$ cat config.mk
export PLATFORM = sky130hd
export DESIGN_NAME = page_owner_guard
export DESIGN_NICKNAME = d
export VERILOG_FILES = /design/src/rtl/pog_pkg.sv /design/src/rtl/pog_table.sv /design/src/rtl/pog_check.sv /design/src/rtl/page_owner_guard.sv
export SDC_FILE = /design/constraint.sdc
export NUM_CORES = 1
export LEC_CHECK = 0
export ABC_CLOCK_PERIOD_IN_PS = 3170
export BUFFER_PORTS_ARGS = -buffer_cell sky130_fd_sc_hd__buf_2
export CAP_MARGIN = 20
export CORE_MARGIN = 4
export CORE_UTILIZATION = 33
export DETAILED_ROUTE_END_ITERATION = 8
export REMOVE_ABC_BUFFERS = 1
export SETUP_SLACK_MARGIN = 0.2
export SLEW_MARGIN = 20
export SYNTH_ARGS = -nofsm -noshare
export SYNTH_HDL_FRONTEND = slang
export SYNTH_SLANG_ARGS = --single-unit
$ cat constraint.sdc
create_clock -name clk -period 3.17 [get_ports clk]
set_clock_uncertainty 0.15 [all_clocks]
set_input_delay 0.634 -clock clk [delete_from_list [all_inputs] [get_ports clk]]
set_output_delay 0.634 -clock clk [all_outputs]
set_load 0.01 [all_outputs]
$ cat src/rtl/pog_pkg.sv
package pog_pkg;
    typedef enum logic [1:0] {
        OP_ACCESS   = 2'd0,
        OP_REBIND   = 2'd1,
        OP_VALIDATE = 2'd2,
        OP_IDLE     = 2'd3
    } op_e;

    typedef enum logic [1:0] {
        CAUSE_NONE   = 2'd0,
        CAUSE_OWNER  = 2'd1,
        CAUSE_REMAP  = 2'd2,
        CAUSE_GPAGE  = 2'd3
    } cause_e;
endpackage

$ cat src/rtl/pog_table.sv
module pog_table #(
    parameter int NUM_PAGES = 16,
    parameter int ID_W      = 4,
    parameter int GP_W      = 8,
    localparam int IDX_W    = $clog2(NUM_PAGES)
) (
    input  logic             clk,
    input  logic             rst_n,
    input  logic [IDX_W-1:0] idx,
    input  logic             upd_en,
    input  logic             val_en,
    input  logic [ID_W-1:0]  new_owner,
    input  logic [GP_W-1:0]  new_gpage,
    output logic [ID_W-1:0]  rd_owner,
    output logic [GP_W-1:0]  rd_gpage,
    output logic             rd_vld
);
    typedef struct packed {
        logic [NUM_PAGES-1:0][ID_W-1:0] owner;
        logic [NUM_PAGES-1:0][GP_W-1:0] gpage;
        logic [NUM_PAGES-1:0]           vld;
    } tbl_t;

    tbl_t tbl_d, tbl_q;

    always_comb begin
        tbl_d = tbl_q;
        if (upd_en) begin
            tbl_d.owner[idx] = new_owner;
            tbl_d.gpage[idx] = new_gpage;
            tbl_d.vld[idx]   = 1'b0;
        end else if (val_en) begin
            tbl_d.vld[idx] = 1'b1;
        end
    end

    always_ff @(posedge clk) begin
        if (!rst_n) tbl_q <= '0;
        else        tbl_q <= tbl_d;
    end

    assign rd_owner = tbl_q.owner[idx];
    assign rd_gpage = tbl_q.gpage[idx];
    assign rd_vld   = tbl_q.vld[idx];

    a_r6_rebind_clears: assert property (@(posedge clk) disable iff (!rst_n)
        upd_en |=> (!tbl_q.vld[$past(idx)] && tbl_q.owner[$past(idx)] == $past(new_owner)
                    && tbl_q.gpage[$past(idx)] == $past(new_gpage)));

    a_r9_validate_sets: assert property (@(posedge clk) disable iff (!rst_n)
        val_en |=> tbl_q.vld[$past(idx)]);

    a_r6_one_writer: assert property (@(posedge clk) disable iff (!rst_n)
        !(upd_en && val_en));
endmodule

$ cat src/rtl/pog_check.sv
module pog_check
    import pog_pkg::*;
#(
    parameter int ID_W = 4,
    parameter int GP_W = 8
) (
    input  op_e             op,
    input  logic [ID_W-1:0] req_id,
    input  logic [GP_W-1:0] req_gpage,
    input  logic [ID_W-1:0] own,
    input  logic [GP_W-1:0] gp,
    input  logic            vld,
    output logic            rsp_vld,
    output logic            grant,
    output logic            fault,
    output cause_e          cause,
    output logic            enc_only,
    output logic [ID_W-1:0] key_slot,
    output logic            upd_en,
    output logic            val_en
);
    always_comb begin
        rsp_vld  = (op != OP_IDLE);
        grant    = 1'b0;
        fault    = 1'b0;
        cause    = CAUSE_NONE;
        enc_only = 1'b0;
        key_slot = '0;
        upd_en   = 1'b0;
        val_en   = 1'b0;
        unique case (op)
            OP_ACCESS: begin
                if (req_id == '0) begin
                    if (own == '0) grant = 1'b1;
                    else           enc_only = 1'b1;
                end else if (own != req_id) begin
                    fault = 1'b1;
                    cause = CAUSE_OWNER;
                end else if (gp != req_gpage) begin
                    fault = 1'b1;
                    cause = CAUSE_GPAGE;
                end else if (!vld) begin
                    fault = 1'b1;
                    cause = CAUSE_REMAP;
                end else begin
                    grant    = 1'b1;
                    key_slot = own;
                end
            end
            OP_REBIND: begin
                if (req_id == '0) begin
                    upd_en = 1'b1;
                end else begin
                    fault = 1'b1;
                    cause = CAUSE_OWNER;
                end
            end
            OP_VALIDATE: begin
                if (own != req_id) begin
                    fault = 1'b1;
                    cause = CAUSE_OWNER;
                end else if (gp != req_gpage) begin
                    fault = 1'b1;
                    cause = CAUSE_GPAGE;
                end else begin
                    val_en = 1'b1;
                end
            end
            default: ;
        endcase
    end
endmodule

$ cat src/rtl/page_owner_guard.sv
module page_owner_guard
    import pog_pkg::*;
#(
    parameter int NUM_PAGES = 16,
    parameter int ID_W      = 4,
    parameter int GP_W      = 8,
    localparam int IDX_W    = $clog2(NUM_PAGES)
) (
    input  logic             clk,
    input  logic             rst_n,
    input  logic             cmd_valid,
    input  logic [1:0]       cmd_op,
    input  logic [ID_W-1:0]  cmd_id,
    input  logic [IDX_W-1:0] cmd_ppage,
    input  logic [GP_W-1:0]  cmd_gpage,
    input  logic [ID_W-1:0]  cmd_new_owner,
    output logic             rsp_valid,
    output logic             rsp_grant,
    output logic             rsp_fault,
    output logic [1:0]       rsp_cause,
    output logic             rsp_enc_only,
    output logic [ID_W-1:0]  rsp_key_slot
);
    typedef struct packed {
        logic            valid;
        logic            grant;
        logic            fault;
        logic [1:0]      cause;
        logic            enc_only;
        logic [ID_W-1:0] key;
    } rsp_t;

    rsp_t rsp_d, rsp_q;

    op_e             op_eff;
    logic [ID_W-1:0] tb_owner;
    logic [GP_W-1:0] tb_gpage;
    logic            tb_vld;
    logic            ck_vld, ck_grant, ck_fault, ck_enc, ck_upd, ck_val;
    cause_e          ck_cause;
    logic [ID_W-1:0] ck_key;

    assign op_eff = cmd_valid ? op_e'(cmd_op) : OP_IDLE;

    pog_table #(.NUM_PAGES(NUM_PAGES), .ID_W(ID_W), .GP_W(GP_W)) u_table (
        .clk       (clk),
        .rst_n     (rst_n),
        .idx       (cmd_ppage),
        .upd_en    (ck_upd),
        .val_en    (ck_val),
        .new_owner (cmd_new_owner),
        .new_gpage (cmd_gpage),
        .rd_owner  (tb_owner),
        .rd_gpage  (tb_gpage),
        .rd_vld    (tb_vld)
    );

    pog_check #(.ID_W(ID_W), .GP_W(GP_W)) u_check (
        .op        (op_eff),
        .req_id    (cmd_id),
        .req_gpage (cmd_gpage),
        .own       (tb_owner),
        .gp        (tb_gpage),
        .vld       (tb_vld),
        .rsp_vld   (ck_vld),
        .grant     (ck_grant),
        .fault     (ck_fault),
        .cause     (ck_cause),
        .enc_only  (ck_enc),
        .key_slot  (ck_key),
        .upd_en    (ck_upd),
        .val_en    (ck_val)
    );

    always_comb begin
        rsp_d.valid    = ck_vld;
        rsp_d.grant    = ck_grant;
        rsp_d.fault    = ck_fault;
        rsp_d.cause    = ck_cause;
        rsp_d.enc_only = ck_enc;
        rsp_d.key      = ck_key;
    end

    always_ff @(posedge clk) begin
        if (!rst_n) rsp_q <= '0;
        else        rsp_q <= rsp_d;
    end

    assign rsp_valid    = rsp_q.valid;
    assign rsp_grant    = rsp_q.grant;
    assign rsp_fault    = rsp_q.fault;
    assign rsp_cause    = rsp_q.cause;
    assign rsp_enc_only = rsp_q.enc_only;
    assign rsp_key_slot = rsp_q.key;

    a_r2_latency: assert property (@(posedge clk) disable iff (!rst_n)
        (cmd_valid && cmd_op != 2'd3) |=> rsp_valid);

    a_r2_idle_quiet: assert property (@(posedge clk) disable iff (!rst_n)
        !rsp_valid |-> (!rsp_grant && !rsp_fault && !rsp_enc_only));

    a_r3_key_is_requester: assert property (@(posedge clk) disable iff (!rst_n)
        rsp_grant |-> rsp_key_slot == $past(cmd_id));

    a_r5_enc_only_host: assert property (@(posedge clk) disable iff (!rst_n)
        rsp_enc_only |-> $past(cmd_id) == '0);

    a_r10_key_zero: assert property (@(posedge clk) disable iff (!rst_n)
        !rsp_grant |-> rsp_key_slot == '0);

    a_r11_exclusive: assert property (@(posedge clk) disable iff (!rst_n)
        $countones({rsp_grant, rsp_fault, rsp_enc_only}) <= 1);

    a_r6_rebind_host_only: assert property (@(posedge clk) disable iff (!rst_n)
        ck_upd |-> cmd_id == '0);
endmodule

### Yosys cells after proc, flatten, opt, wreduce, memory -nomap -nowiden

Index checks and enable logic that the tools add are counted.

* multiplexer cells: 44
* $lt $le $gt $ge: 2
* reductions and logical operators: 8
* bitwise gates (word level): 6
* equal/unequal tests: 5

Operator list (count)
* $bwmux 128: 1
* $bwmux 64: 1
* $bmux 8 s4: 1
* $demux 8 s4: 1
* $mux 16: 2
* $mux 1: 21
* $and 16x16->16: 1
* $bmux 4 s4: 1
* $demux 4 s4: 1
* $mux 8: 2
* $not 16->16: 1
* $or 16x16->16: 1
* $mux 2: 7
* $logic_not 4->1: 2
* $mux 4: 2
* $ne 8x8->1: 1
* $pmux 2 s3: 1
* $reduce_or 6->1: 1
* $lt 4x5->1 const B: 1
* $bmux 1 s4: 1
* $demux 1 s4: 1
* $ge 4x1->1 const B: 1
* $ne 4x4->1: 1
* $not 1->1: 3
* 9 further kinds: 9

* flip-flop bits (word level): 218
* input bits: 25
* output and inout port bits: 10

### Longest topological paths before layout

Gate-level depths: netlist of the first run.

* depth after elaboration: 8
* depth in mapped cells: 12
* depth with buffers taken out: 8

### By module

From an unflattened synthesis of the first run, not the netlist that was laid out.

* cell total of the unflattened synthesis: 1162
* area total of the unflattened synthesis: 10601.4 sq um

By module, submodules not included
* pog_table: cells each 1097, instances 1, sequential area each 4164.0 sq um, area an instance 10003.3 sq um
* pog_check: cells each 43, instances 1, sequential area each 0.0 sq um, area an instance 322.8 sq um
* page_owner_guard: cells each 22, instances 1, sequential area each 200.2 sq um, area an instance 275.3 sq um

### Worst setup path after synthesis of the first run

Ideal clock, no wire load.

* path type: input to register
* start: input port cmd_ppage[3]
* end: register (tool-made name)
* setup slack: -0.166 ns
* library setup time: 0.087 ns
* cell stages on the path: 10
* required time: 2.933 ns
* arrival time: 3.099 ns
* cells stage by stage: clkbuf_1 clkbuf_1 mux4_2 mux2_2 or3_1 a211oi_1 nor2_1 nor3_4 nand4_2 o31ai_1

RTL lines
* start, declared: RTL line page_owner_guard.sv:14 `input logic [IDX_W-1:0] cmd_ppage,`

==> flow_metrics.py, run 1 <==
metrics = {
    "global_route": {
        "grt_first_pass_wirelength_um": 48200,
        "grt_max_degree": 144,
        "grt_remaining_overflow": 0,
        "first_global_vias": 8075,
        "antenna_violations_before_repair": 0,
        "globalRouteTotalUtil_pct": 18.1,
    },
    "timing": {
        "timing.slew.headroom_pct": 54.3,
        "unrepaired_setup_endpoints_after_global_routing": "false",
        "number_of_hold_violations_in_the_final_report": 0,
        "whs_ps": 236,
        "min_period_ps": 2830,
        "period_share_pct": 89.3,
        "tightestPinTransition_ps": 685,
        "setup_viol": 0,
        "worst_slack_ps": 339,
        "report.final.slew_viol_count": 0,
        "setup-tns-final_ps": 0,
        "maxClockFrequency_mhz": 353,
    },
    "floorplanning": {
        "die_ht_um": 184,
        "chipWidth_um": 184,
        "starting_utilization_of_the_core_area_pct": 33.4,
        "floorplan.core_area_sq_mm": 0.0305,
        "rows": 64,
        "floorplan.die_area_sq_mm": 0.0337,
        "pin_count": 35,
    },
    "cts": {
        "post-cts-setup-buffers": 0,
        "tritoncts": "built",
        "number_of_buffers_between_clock_root_and_the_deepest_sink": 3,
        "worstSkewPairLatency_ps": 510,
        "clkTransAtPathRegs_ps": 50,
        "htreeDepth": 1,
        "numCtsBuffers": 25,
        "clock-sinks": 218,
        "ctsRootBufferMaster": "sky130_fd_sc_hd__clkbuf_16",
        "post_cts_hold_buffer_count": 0,
    },
    "pwr": {
        "vdd_ir_drop_max_v": 0.000293,
        "power_density_mw_per_mm2": 482,
        "p_leak_nw": 4.28,
        "post-layout-total-power_mw": 5.86,
    },
    "placed_design": {
        "post-place-cells": 1591,
        "hpwl_after_detailed_placement_um": 21000,
        "pre_cts_slack_ps": -394,
        "io_buffer_count": 34,
        "gp_congestion": 0.863,
    },
    "cells_and_area": {
        "total_nets_final": 1247,
        "fillCellCount": 3004,
        "layout.cells.non_filler": 1631,
        "layout.cells.most_common": "sky130_fd_sc_hd__nand2_1",
        "post_route_cells_drive_above_1_share_pct": 18.4,
        "flow.area_growth_from_synthesis_pct": 19.5,
        "layout.cells.most_common_list": "sky130_fd_sc_hd__nand2_1, sky130_fd_sc_hd__dfxtp_1, sky130_fd_sc_hd__a21boi_0",
        "n_antenna_cell": 0,
    },
    "critical_path": {
        "worst_setup_path_start_kind": "input port",
        "timing.critical_path.required_ps": 3450,
        "critical_path.max_fanout": 17,
        "critPathArrivalTime_ps": 3110,
        "worstSetupPathType": "input port to flip-flop",
        "r2r_setup_slack_ps": 400,
        "setup.worst_path.end_class": "flip-flop",
    },
    "run": {
        "drv_cap": 0,
    },
    "synthesis": {
        "synth-seq-cells": 218,
        "yosysWarnings": 0,
        "synth_area_sq_mm": 0.0102,
        "post_synth.cell_area_avg_sq_um": 8.76,
        "post_synth_inst_count": 1162,
        "ys_async_sr_fraction_pct": 0,
        "number_of_flops_mapped_to_enable_cells_by_yosys": 0,
        "ys.flop_type": "sky130_fd_sc_hd__dfxtp_1",
        "yosys.cell_types.count": 46,
        "share_of_the_yosys_chip_area_belonging_to_registers_pct": 42.9,
    },
    "detailed_routing": {
        "drt_drc_violations_left": 0,
        "number_of_routed_nets_with_antenna_violations": 0,
        "drt_first_pass_iters": 5,
        "wl_um": 31200,
        "route.vias.total": 8484,
        "wl_per_cell_um": 19.1,
        "via_density_per_instance": 5.20,
        "first_iter_violations": 707,
    },
    "hold_path": {
        "min_path_type": "input port to flip-flop",
    },
    "outcome": {
        "run_status": "complete, no violations",
    },
}
[cells by family (layout without fill, tap and decap cells)]
group / after synthesis / after routing / share of synthesized area (%)
simple gates: 486 / 486 / 20.0
compound gates: 263 / 263 / 18.6
flops: 218 / 218 / 42.9
buf+inv: 109 / 182 / 4.38
mux: 78 / 78 / 13.5
xor+xnor: 8 / 8 / 0.688
[layer usage]
layer / share of wire [%] / up-vias / global-route usage, %
met5: 0 / - / 0
met4: 2.7 / 0 / 4.89
met3: 5.0 / 57 / 2.59
met2: 46 / 213 / 30.2
met1: 46 / 4130 / 24.6
li1: - / 4084 / -
[worst max-delay path: stages]
cell and delay, ps:
sky130_fd_sc_hd__buf_12 130, sky130_fd_sc_hd__buf_4 280, sky130_fd_sc_hd__mux4_1 580, sky130_fd_sc_hd__mux2i_1 270
sky130_fd_sc_hd__nand2_1 90, sky130_fd_sc_hd__o21ai_0 140, sky130_fd_sc_hd__xor2_1 160, sky130_fd_sc_hd__and4_1 290
sky130_fd_sc_hd__buf_4 170, sky130_fd_sc_hd__nand3_2 130, sky130_fd_sc_hd__o31ai_1 210
[flip-flops by register name, summed over array words and instances, names as in the netlist, named ones only]
signal         flops
rsp_valid          1
rsp_key_slot       4
rsp_fault          1
rsp_grant          1
rsp_cause          2
rsp_enc_only       1
u_table.tbl_q    192
[report_power, final]
| part | leakage [nW] | internal [mW] | total [mW] | switching, mW |
|---|---|---|---|---|
| combinational | 2.15 | 0.154 | 0.378 | 0.224 |
| sequential | 1.76 | 2.74 | 2.74 | 0.00101 |
| clock | 0.375 | 1.65 | 2.74 | 1.09 |
| total | 4.28 | 4.55 | 5.86 | 1.31 |
[timing repair]
item,CTS,global route
gates cloned,0,0
endpoints found under the setup margin,5,22
gates resized for setup,1,15
hold endpoints to repair,0,0
pin swaps,0,4
[through the flow]
stage / area, sq um / util, %
final: 12200 / 39.9
after global routing: 12200 / 39.9
after CTS: 12100 / 39.6
after detailed placement: 11300 / 37.1
after global placement: 11300 / 37.1
after floorplan: 9740 / -
[synth_stat cells, drive strengths merged, types with 10 or more instances]
cell type	count	share of area, %
nor2	26	0.96
clkbuf	98	3.6
buf	10	0.73
a22oi	14	1.0
nand3	24	1.3
nor2b	10	0.61
mux2i	29	2.9
o31ai	14	1.0
dfxtp	218	43
nand2	390	14
mux4	43	10
a21boi	196	14
o21ai	27	1.3
[cell type report]
| type | instances | area (sq um) | area share (%) |
|---|---|---|---|
| multi-input combinational | 835 | 5430 | 44.6 |
| sequential | 218 | 4360 | 35.9 |
| timing repair buffer | 141 | 1100 | 9.07 |
| clock buffer | 39 | 738 | 6.07 |
| tap | 396 | 495 | 4.07 |
| clock inverter | 1 | 30.0 | 0.247 |
| inverter | 1 | 3.75 | 0.0309 |
[worst paths after layout]
| path | to | depth (start not counted) | from |
|---|---|---|---|
| hold reg to reg | u_table.tbl_q[156] | 2 | u_table.tbl_q[156] |
| setup reg to reg | flip-flop | 9 | u_table.tbl_q[120] |
| setup / recovery | flip-flop | 11 | cmd_ppage[1] |
| hold / removal | rsp_valid | 2 | cmd_op[0] |
(Power assumes the default switching activity.)
==> inputs of run 2 (changes only) <==
Settings changed: BUFFER_PORTS_ARGS -buffer_cell sky130_fd_sc_hd__buf_2 to -buffer_cell sky130_fd_sc_hd__clkbuf_2, CAP_MARGIN 20 to not set.
==> run 2 against run 1 <==
  * Clock power about the same
  * Via count up 2.3%
  * Hold slack worse by 25 ps
  * Register-to-register slack worse by 20 ps
  * Combinational power up 3%
  * Wire length up 2.8%
  * Non-clock buffer count up 5
==> flow_metrics.py, run 2 (synthesized netlist as in run 1, its figures left out) <==
metrics = {
    "cts": {
        "numCtsBuffers": 25,
        "clkTransAtPathRegs_ps": 60,
        "ctsRootBufferMaster": "sky130_fd_sc_hd__clkbuf_16",
        "tritoncts": "built",
        "htreeDepth": 1,
        "clock-sinks": 218,
        "worstSkewPairLatency_ps": 530,
        "number_of_buffers_between_clock_root_and_the_deepest_sink": 3,
    },
    "critical_path": {
        "worstSetupPathType": "input port to flip-flop",
        "critical_path.max_fanout": 8,
        "timing.critical_path.buf_inv": 2,
        "critical-path-slowest-cell": "sky130_fd_sc_hd__mux4_1",
        "critPathArrivalTime_ps": 3120,
        "critical_path.max_stage_delay_ps": 560,
        "path_delay_family": "multiplexers",
        "timing.critical_path.required_ps": 3450,
        "worst_setup_path_start_kind": "input port",
        "setup.worst_path.end_class": "flip-flop",
        "worstPathCellList": "buf_8, mux4_1, mux2_2, or3b_1, a211oi_1, nor2_1, nor3_4, buf_12, nand4_4, o31ai_1",
    },
    "cells_and_area": {
        "max_flop_register": "u_table.tbl_q",
        "layout.cells.non_filler": 1638,
        "total_nets_final": 1252,
        "layout.cells.most_common_list": "sky130_fd_sc_hd__nand2_1, sky130_fd_sc_hd__dfxtp_1, sky130_fd_sc_hd__a21boi_0",
        "post_route_cells_drive_above_1_share_pct": 18.8,
        "flow.area_growth_from_synthesis_pct": 19.8,
        "n_antenna_cell": 0,
        "layout.cells.most_common": "sky130_fd_sc_hd__nand2_1",
        "fillCellCount": 3047,
        "number_of_flip_flops_in_the_largest_register": 192,
    },
    "floorplanning": {
        "pin_count": 35,
        "starting_utilization_of_the_core_area_pct": 33.4,
        "floorplan.die_area_sq_mm": 0.0337,
        "floorplan.core_area_sq_mm": 0.0305,
        "die_ht_um": 184,
        "rows": 64,
        "chipWidth_um": 184,
    },
    "global_route": {
        "met2_usage_pct": 30.5,
        "gr-max-usage-layer": "met2",
        "grt_remaining_overflow": 0,
        "first_global_vias": 8423,
        "grt_max_degree": 193,
        "globalRouteTotalUtil_pct": 18.7,
        "grt_first_pass_wirelength_um": 49400,
        "global_route.usage.met1_pct": 24.9,
        "globalRouteMet3Util_pct": 2.71,
        "antenna_violations_before_repair": 0,
    },
    "timing": {
        "setup-tns-final_ps": 0,
        "maxClockFrequency_mhz": 352,
        "report.final.slew_viol_count": 0,
        "worst_slack_ps": 331,
        "period_share_pct": 89.6,
        "timing.slew.headroom_pct": 42.3,
        "min_period_ps": 2840,
        "setup_viol": 0,
        "unrepaired_setup_endpoints_after_global_routing": "false",
        "whs_ps": 211,
        "number_of_hold_violations_in_the_final_report": 0,
        "tightestPinTransition_ps": 865,
    },
    "detailed_routing": {
        "number_of_routed_nets_with_antenna_violations": 0,
        "wl_um": 32100,
        "wl_per_cell_um": 19.6,
        "drt_first_pass_iters": 5,
        "drt_drc_violations_left": 0,
        "via_density_per_instance": 5.30,
        "route.vias.total": 8675,
        "first_iter_violations": 864,
    },
    "outcome": {
        "run_status": "complete, no violations",
    },
    "pwr": {
        "power_density_mw_per_mm2": 479,
        "post-layout-total-power_mw": 5.84,
        "vdd_ir_drop_max_v": 0.000334,
        "p_leak_nw": 4.29,
    },
    "placed_design": {
        "gp_congestion": 0.841,
        "pre_cts_slack_ps": -370,
        "io_buffer_count": 34,
        "post-place-cells": 1596,
        "hpwl_after_detailed_placement_um": 21600,
    },
    "hold_path": {
        "min_path_type": "input port to flip-flop",
    },
    "run": {
        "drv_cap": 0,
    },
}
==> run 2: cell type report <==
class	count	area, sq um	area share (%)
clock buffers	38	734	6.02
clock inverters	4	30.0	0.246
inverters	1	3.75	0.0308
multi-input cells	835	5420	44.5
flip-flops and latches	218	4360	35.8
well taps	396	495	4.06
repair buffers	146	1140	9.38
==> run 2: worst paths after layout <==
kind / startpoint / endpoint / slack (ps) / depth (start not counted)
max reg2reg: u_table.tbl_q[72] / flip-flop / 380 / 9
min: cmd_op[0] / rsp_valid / 210 / 2
max: cmd_ppage[1] / flip-flop / 330 / 10
min reg2reg: u_table.tbl_q[205] / u_table.tbl_q[205] / 310 / 2
==> run 2: layer usage <==
layer	up-vias	routed length, um
met5	-	0
met4	0	1430
met3	83	1770
met2	285	14800
met1	4213	14100
li1	4094	-
==> run 2: worst reg2reg max path, delay by kind of cell (launching register included) <==
family                 cells  cell delay (ps)
buffers and inverters      1              150
and+or+nand+nor            4              810
AOI/OAI and AO/OA          2              500
DFF                        1              310
muxes                      2              780
==> run 2: power breakdown <==
part           switching, mW  internal [mW]
clock                   1.13           1.59
combinational          0.228          0.159
sequential          0.000937           2.74
==> run 2: stage by stage <==
step | cell area (sq um) | utilization [%]
floorplan | 9740 | -
global placement | 11400 | 37.2
detailed placement | 11400 | 37.2
CTS | 12100 | 39.8
global route | 12200 | 40.0
finish | 12200 | 40.0
==> run 2: timing repair <==
item / in CTS / in global routing
hold buffers: 0 / 0
setup buffers: 0 / 0
resized for setup: 1 / 14
endpoints found under the setup margin: 5 / 21
pin swaps: 0 / 2
